<file path="src/rtl/sc_act_pkg.sv">
// Package: shared types and helpers for the card power-up sequencer.
// Assumes: levels are ordered so that a higher level means more outputs on.
package sc_act_pkg;

    // Progress level of the sequence; outputs are a pure decode of this.
    typedef enum logic [2:0] {
        LV_IDLE   = 3'd0,
        LV_OSC    = 3'd1,
        LV_FAST   = 3'd2,
        LV_SUPPLY = 3'd3,
        LV_IO     = 3'd4,
        LV_WIN    = 3'd5,
        LV_RST    = 3'd6
    } lvl_e;

    // Next level on the way down; the window level is skipped from reset.
    function automatic lvl_e lvl_down(input lvl_e l);
        case (l)
            LV_IDLE: return LV_IDLE;
            LV_RST:  return LV_IO;
            default: return lvl_e'(l - 3'd1);
        endcase
    endfunction

endpackage

</file>
<file path="src/rtl/sc_sync2.sv">
// Module: two-flop synchronizer for asynchronous control inputs.
// Assumes: each bit is independent; RST_VAL gives the safe value after reset.
module sc_sync2 #(
    parameter int         W       = 1,
    parameter logic [W-1:0] RST_VAL = '0
) (
    input  logic         clk,
    input  logic         rst_n,
    input  logic [W-1:0] d,
    output logic [W-1:0] q
);
    logic [W-1:0] meta;

    // Two register stages in series toward the clock domain.
    always_ff @(posedge clk) begin
        if (!rst_n) begin
            meta <= RST_VAL;
            q    <= RST_VAL;
        end else begin
            meta <= d;
            q    <= meta;
        end
    end
endmodule

</file>
<file path="src/rtl/sc_tick_count.sv">
// Module: strobe counter with synchronous clear, sized for a maximum count.
// Assumes: the owner stops enabling it before MAX is exceeded.
module sc_tick_count #(
    parameter  int MAX = 384,
    localparam int W   = $clog2(MAX + 1)
) (
    input  logic         clk,
    input  logic         rst_n,
    input  logic         clr,
    input  logic         en,
    output logic [W-1:0] count
);
    // Clear wins over counting; count one per enabled strobe.
    always_ff @(posedge clk) begin
        if (!rst_n || clr) count <= '0;
        else if (en)       count <= count + W'(1);
    end

    // the owner never asks for a step past the top of the range.
    a_r3_count_in_range: assert property (@(posedge clk) disable iff (!rst_n)
        (en && !clr) |-> (count < W'(MAX)));
endmodule

</file>
<file path="src/rtl/sc_out_decode.sv">
// Module: turns the progress level into the sequenced enable outputs.
// Assumes: level only moves by the steps the sequencer allows.
module sc_out_decode
    import sc_act_pkg::*;
(
    input  logic       clk,
    input  logic       rst_n,
    input  lvl_e       level,
    output logic       osc_start,
    output logic       osc_fast,
    output logic       vcc_en,
    output logic [2:0] io_hi,
    output logic       clk_window,
    output logic       card_rst_en,
    output logic       active
);
    // Thermometer decode of the level into the output groups.
    always_comb begin
        osc_start   = (level >= LV_OSC);
        osc_fast    = (level >= LV_FAST);
        vcc_en      = (level >= LV_SUPPLY);
        io_hi       = {3{level >= LV_IO}};
        clk_window  = (level == LV_WIN);
        card_rst_en = (level == LV_RST);
        active      = (level == LV_RST);
    end

    // reset is only ever enabled straight out of an open clock window.
    a_r5_window_before_reset: assert property (@(posedge clk) disable iff (!rst_n)
        $rose(card_rst_en) |-> $past(clk_window));

    // once reset drops in a teardown the window does not reopen.
    a_r8_no_window_reopen: assert property (@(posedge clk) disable iff (!rst_n)
        $fell(card_rst_en) |=> !clk_window);

    // supply drops only after the line drivers are already off.
    a_r8_lines_before_supply: assert property (@(posedge clk) disable iff (!rst_n)
        $fell(vcc_en) |-> ($past(io_hi) == 3'b000));
endmodule

</file>
<file path="src/rtl/sc_act_seq.sv">
// Module: top of the contact card power-up sequencer.
// Does:   counts slow strobes to the fast-switch instant, then fast strobes
//         to line drive, clock window and reset enable; tears down in reverse
//         on command release or card removal.
// Assumes: slow_tick / fast_tick are one-cycle strobes in the clk domain;
//          RST half-units exceed IO half-units by enough for a window.
module sc_act_seq
    import sc_act_pkg::*;
#(
    parameter int SLOW_CYCLES    = 384,
    parameter int UNIT_CYCLES    = 64,
    parameter int IO_HALF_UNITS  = 17,
    parameter int RST_HALF_UNITS = 23
) (
    input  logic       clk,
    input  logic       rst_n,
    input  logic       cmd_n,
    input  logic       card_present,
    input  logic       volt_sel,
    input  logic       slow_tick,
    input  logic       fast_tick,
    output logic       osc_start,
    output logic       osc_fast,
    output logic       vcc_en,
    output logic       volt_hi,
    output logic [2:0] io_hi,
    output logic       clk_window,
    output logic       card_rst_en,
    output logic       active
);
    localparam int IO_CYC  = IO_HALF_UNITS  * UNIT_CYCLES / 2;
    localparam int RST_CYC = RST_HALF_UNITS * UNIT_CYCLES / 2;
    localparam int SW      = $clog2(SLOW_CYCLES + 1);
    localparam int FW      = $clog2(RST_CYC + 1);

    logic          cmd_s, pres_s;
    logic          cmd_act, cmd_act_q;
    logic          start_ok, abort_w;
    logic          falling;
    lvl_e          level;
    logic          sel_q;
    logic [SW-1:0] scnt;
    logic [FW-1:0] fcnt;
    logic          slow_en, fast_en, slow_clr, fast_clr;

    sc_sync2 #(.W(2), .RST_VAL(2'b01)) u_sync (
        .clk   (clk),
        .rst_n (rst_n),
        .d     ({card_present, cmd_n}),
        .q     ({pres_s, cmd_s})
    );

    // Request conditions from the synchronized host inputs.
    always_comb begin
        cmd_act  = ~cmd_s;
        start_ok = cmd_act & ~cmd_act_q & pres_s;
        abort_w  = (level != LV_IDLE) & ~falling & (~cmd_act | ~pres_s);
    end

    // Counter enables: slow strobes before the switch, fast strobes after.
    always_comb begin
        slow_clr = (level == LV_IDLE);
        slow_en  = slow_tick & (level == LV_OSC) & ~falling;
        fast_clr = (level <= LV_OSC);
        fast_en  = fast_tick & ~falling & (level >= LV_SUPPLY) & (level <= LV_WIN);
    end

    sc_tick_count #(.MAX(SLOW_CYCLES)) u_slow_cnt (
        .clk   (clk),
        .rst_n (rst_n),
        .clr   (slow_clr),
        .en    (slow_en),
        .count (scnt)
    );

    sc_tick_count #(.MAX(RST_CYC)) u_fast_cnt (
        .clk   (clk),
        .rst_n (rst_n),
        .clr   (fast_clr),
        .en    (fast_en),
        .count (fcnt)
    );

    // Edge memory of the synchronized command.
    always_ff @(posedge clk) begin
        if (!rst_n) cmd_act_q <= 1'b0;
        else        cmd_act_q <= cmd_act;
    end

    // Sequence level: teardown first, abort next, otherwise the rising steps.
    always_ff @(posedge clk) begin
        if (!rst_n) begin
            level   <= LV_IDLE;
            falling <= 1'b0;
            sel_q   <= 1'b0;
        end else if (falling) begin
            level <= lvl_down(level);
            if (lvl_down(level) == LV_IDLE) falling <= 1'b0;
        end else if (abort_w) begin
            level   <= lvl_down(level);
            falling <= (lvl_down(level) != LV_IDLE);
        end else begin
            case (level)
                LV_IDLE: if (start_ok) begin
                    level <= LV_OSC;
                    sel_q <= volt_sel;
                end
                LV_OSC: if (slow_tick && scnt == SW'(SLOW_CYCLES - 1))
                    level <= LV_SUPPLY;
                LV_SUPPLY: if (fast_tick && fcnt == FW'(IO_CYC - 1))
                    level <= LV_IO;
                LV_IO: if (fast_tick && fcnt == FW'(IO_CYC))
                    level <= LV_WIN;
                LV_WIN: if (fast_tick && fcnt == FW'(RST_CYC - 1))
                    level <= LV_RST;
                default: ;
            endcase
        end
    end

    sc_out_decode u_dec (
        .clk         (clk),
        .rst_n       (rst_n),
        .level       (level),
        .osc_start   (osc_start),
        .osc_fast    (osc_fast),
        .vcc_en      (vcc_en),
        .io_hi       (io_hi),
        .clk_window  (clk_window),
        .card_rst_en (card_rst_en),
        .active      (active)
    );

    // Latched supply choice.
    always_comb volt_hi = sel_q;

    // a start only happens with the card reported present.
    a_r2_start_needs_card: assert property (@(posedge clk) disable iff (!rst_n)
        $rose(osc_start) |-> $past(pres_s));

    // the fast switch is caused by a counted slow strobe.
    a_r3_fast_on_slow_tick: assert property (@(posedge clk) disable iff (!rst_n)
        $rose(osc_fast) |-> $past(slow_tick));

    // the supply choice holds for the whole sequence.
    a_r7_sel_stable: assert property (@(posedge clk) disable iff (!rst_n)
        (osc_start && $past(osc_start)) |-> $stable(volt_hi));

    // an abort on the reset step edge leaves reset disabled.
    a_r9_abort_wins: assert property (@(posedge clk) disable iff (!rst_n)
        abort_w |=> !card_rst_en);

    // reset stays enabled while the host holds the request with a card.
    a_r6_reset_holds: assert property (@(posedge clk) disable iff (!rst_n)
        (card_rst_en && cmd_act && pres_s && !falling) |=> card_rst_en);
endmodule

</file>
<file path="config.mk">
export PLATFORM = sky130hd
export DESIGN_NAME = sc_act_seq
export DESIGN_NICKNAME = d
export VERILOG_FILES = /design/src/rtl/sc_act_pkg.sv /design/src/rtl/sc_sync2.sv /design/src/rtl/sc_tick_count.sv /design/src/rtl/sc_out_decode.sv /design/src/rtl/sc_act_seq.sv
export SDC_FILE = /design/constraint.sdc
export NUM_CORES = 1
export LEC_CHECK = 0
export BUFFER_PORTS_ARGS = -buffer_cell sky130_fd_sc_hd__buf_4
export CORE_ASPECT_RATIO = 1.5
export CORE_MARGIN = 10
export CORE_UTILIZATION = 35
export CTS_CLUSTER_SIZE = 40
export DETAILED_ROUTE_END_ITERATION = 10
export PLACE_DENSITY = 0.61
export RECOVER_POWER = 100
export SKIP_CTS_REPAIR_TIMING = 1
export SYNTH_ARGS = -nofsm -noshare
export SYNTH_HDL_FRONTEND = slang
export SYNTH_SLANG_ARGS = --single-unit
</file>
<file path="constraint.sdc">
create_clock -name clk -period 4 [get_ports clk]
set_input_delay 0.8 -clock clk [delete_from_list [all_inputs] [get_ports clk]]
set_output_delay 0.8 -clock clk [all_outputs]
set_load 0.01 [all_outputs]
</file>
==> flow_summary.yaml <==
worst_setup_path:
  timing.rr.start: "level[0]$_SDFFE_PN0P_"
  ff2ff_path_depth: 6
  rrSetupSlack_ps: 1170
  crit_required_ps: 4210
  r2r_end: "u_fast_cnt.count[5]$_SDFFE_PP0P_"
  crit_arrival_ps: 3040
  crit_path_max_fanout: 12
  end_kind: "flop"
  crit_type: "reg -> reg"
  cp-start-kind: "flop"
clocking:
  path_clk_slew_ps: 70
  cts_buffer_depth: 2
  clk-insertion-delay-late_ps: 290
  clock_sinks: 29
  cts-root-buf: "clkbuf_8"
  cts.htree.levels: 2
  cts_tree: "done"
  numCtsBuffers: 5
floorplan:
  core_area_um2: 4470
  dieArea_um2: 7710
  rows: 30
  die_h_um: 103
  die_w_um: 75.1
  start_util: 0.357
  io_pins: 17
timing:
  finalCritPeriodShare: 0.707
  min_period_ps: 2830
  worstMarginPinSlew_ps: 954
  finClkSkew_ps: 6.56
  rsz0062_at_grt: "no"
  finalHoldViolCount: 0
  maxSlewViolCount: 0
  slew_headroom: 0.364
  fmax_mhz: 354
  fin_setup_tns_ps: 0
  setup-violations-final: 0
run:
  max-cap-violations: 0
power_and_ir_drop:
  peakVddDrop_mv: 0.223
  power.leakage_nw: 0.647
  power_density_nw_per_um2: 519
route:
  drtIter0Drc: 117
  routed-via-count: 1270
  firstDrtPassIters: 4
  wl_um: 3220
  vias_per_cell: 5.23
  antenna_left: 0
  drc: 0
  post_drt_wl_per_cell_um: 13.2
synth:
  ys_warn_count: 0
  syn_nets: 197
  syn_inst: 183
  syn_area_per_cell_um2: 8.72
  ys_ff_latch: 29
  synthDistinctLibCells: 42
  seq_area_frac_synth: 0.364
  netlist_area_um2: 1600
  async_reset_ff_frac: 0
  synth_ff_type: "dfxtp_1"
  synth-edff-count: 0
cells_and_area:
  fin_nets: 208
  stdcell_area_um2: 1740
  multiInputGateArea_um2: 902
  drive_above_1_share: 0.0872
  areaGrowthSynthToFinish_pct: 9.33
  fillCellCount: 455
  antenna_cells: 0
  regArea_um2: 581
global_route:
  grt_pass1_vias: 1264
  grt_max_degree: 28
  overflow: 0
  grt_usage: 0.0924
  antenna_found_initial: 0
  grt_pass1_wl_um: 5610
run_status:
  status: "finished clean"
placement:
  dpl_cell_area_um2: 1700
  port_buffers: 16
  post-dp-hpwl_um: 2370
  globalplace.congestion: 0.834
worst_hold_path:
  holdPathEnd: "u_sync.q[0]$_SDFF_PN1_"
  worstHoldPathCells: 1
  hp-class: "reg -> reg"
  hp-start: "u_sync.meta[0]$_SDFF_PN1_"
## through the flow
stage | util | total power [mW] | setup WS (ps) | instances | hold slack (ps)
after detailed placement | 0.381 | 0.692 | 1520 | 235 | 396
after CTS | 0.403 | 0.951 | 1510 | 243 | 411
after global placement | 0.381 | 0.691 | 1570 | 235 | 389
final | 0.390 | 0.904 | 1170 | 243 | 408
after global routing | 0.390 | 0.970 | 900 | 243 | 431
after floorplan | - | 0.608 | 2020 | 183 | 386
## layout by cell type, fill, tap and decap left out, drive strengths merged, types with 2 or more instances in the layout
| cell | n |
|---|---|
| nand4 | 5 |
| or3b | 2 |
| mux2i | 2 |
| nand3 | 5 |
| and2 | 4 |
| nor2 | 23 |
| nor4b | 3 |
| nand2b | 7 |
| clkinv | 2 |
| o311ai | 2 |
| buf | 6 |
| nor3b | 3 |
| ha | 7 |
| and3 | 4 |
| nor2b | 2 |
| o2111ai | 3 |
| xnor2 | 4 |
| o21ai | 6 |
| a21oi | 8 |
| dfxtp | 29 |
| clkbuf | 16 |
| xor2 | 10 |
| nor3 | 2 |
| nand2 | 17 |
| inv | 6 |
| and4 | 2 |
| or3 | 4 |
## worst max-delay path by stage
stage	endpoint	start
global placement	level[2]$_SDFFE_PN0P_	level[2]$_SDFFE_PN0P_
finish	u_fast_cnt.count[5]$_SDFFE_PP0P_	level[0]$_SDFFE_PN0P_
floorplan	u_fast_cnt.count[9]$_SDFFE_PP0P_	level[1]$_SDFFE_PN0P_
global route	u_fast_cnt.count[5]$_SDFFE_PP0P_	level[0]$_SDFFE_PN0P_
detailed placement	level[2]$_SDFFE_PN0P_	level[2]$_SDFFE_PN0P_
CTS	level[2]$_SDFFE_PN0P_	level[2]$_SDFFE_PN0P_
## registers in the layout, summed over array words and instances (netlist names)
name	count
level	3
u_sync.q	2
falling	1
u_fast_cnt.count	10
u_slow_cnt.count	9
u_sync.meta	2
cmd_act_q	1
volt_hi	1
## layout make-up
type | count | area share
multi-input combinational | 136 | 0.517
sequential | 29 | 0.333
clock buffer | 6 | 0.0473
timing repair buffer | 16 | 0.0473
tap | 48 | 0.0344
inverter | 6 | 0.0129
clock inverter | 2 | 0.00789
## Yosys cell counts (2+ instances only)
cell type  instances  area, um2
dfxtp_1           29        581
nor2_1            22       82.6
nand2_1           17       63.8
xor2_1            10       87.6
a21oi_1            8       40.0
ha_1               7       87.6
nand2b_1           7       43.8
inv_1              6       22.5
nand3_1            5       25.0
o21ai_0            5       25.0
and2_1             4       25.0
and3_1             4       25.0
buf_2              4       20.0
buf_4              4       30.0
nand4_1            4       25.0
or3_1              4       25.0
xnor2_1            4       35.0
clkbuf_1           3       11.3
nor3b_1            3       22.5
nor4b_1            3       26.3
o2111ai_1          3       26.3
and4_1             2       17.5
mux2i_1            2       20.0
nor2b_1            2       12.5
nor3_1             2       10.0
o311ai_0           2       17.5
or3b_1             2       17.5
## where the power goes
group	switching (mW)	internal [mW]	leakage, nW
clock network	0.118	0.139	0.0512
registers	0.0356	0.304	0.235
logic	0.189	0.118	0.361
## routing by layer
layer / GRT usage / routed length [um] / vias to the layer above
li1: - / - / 653
met1: 0.0999 / 1400 / 589
met2: 0.152 / 1630 / 21
met3: 0.0250 / 136 / 7
met4: 0.0614 / 57 / 0
met5: 0 / 0 / -
## logic make-up (layout without fill, tap and decap cells)
kind of cell	after synthesis	count (layout)	synth area share
compound gates	27	27	0.127
xor+xnor	14	14	0.0769
fa+ha+maj	7	7	0.0549
buf+inv	18	30	0.0596
flops	29	29	0.364
mux	3	3	0.0196
simple gates	85	85	0.298
## critical path: stages (launching register included)
cell and delay, ps:
dfxtp_1 530, ha_1 450, o21ba_1 230, a221oi_1 800, nand4_4 210, or3_1 390, a21oi_1 140
(Power assumes the default switching activity.)
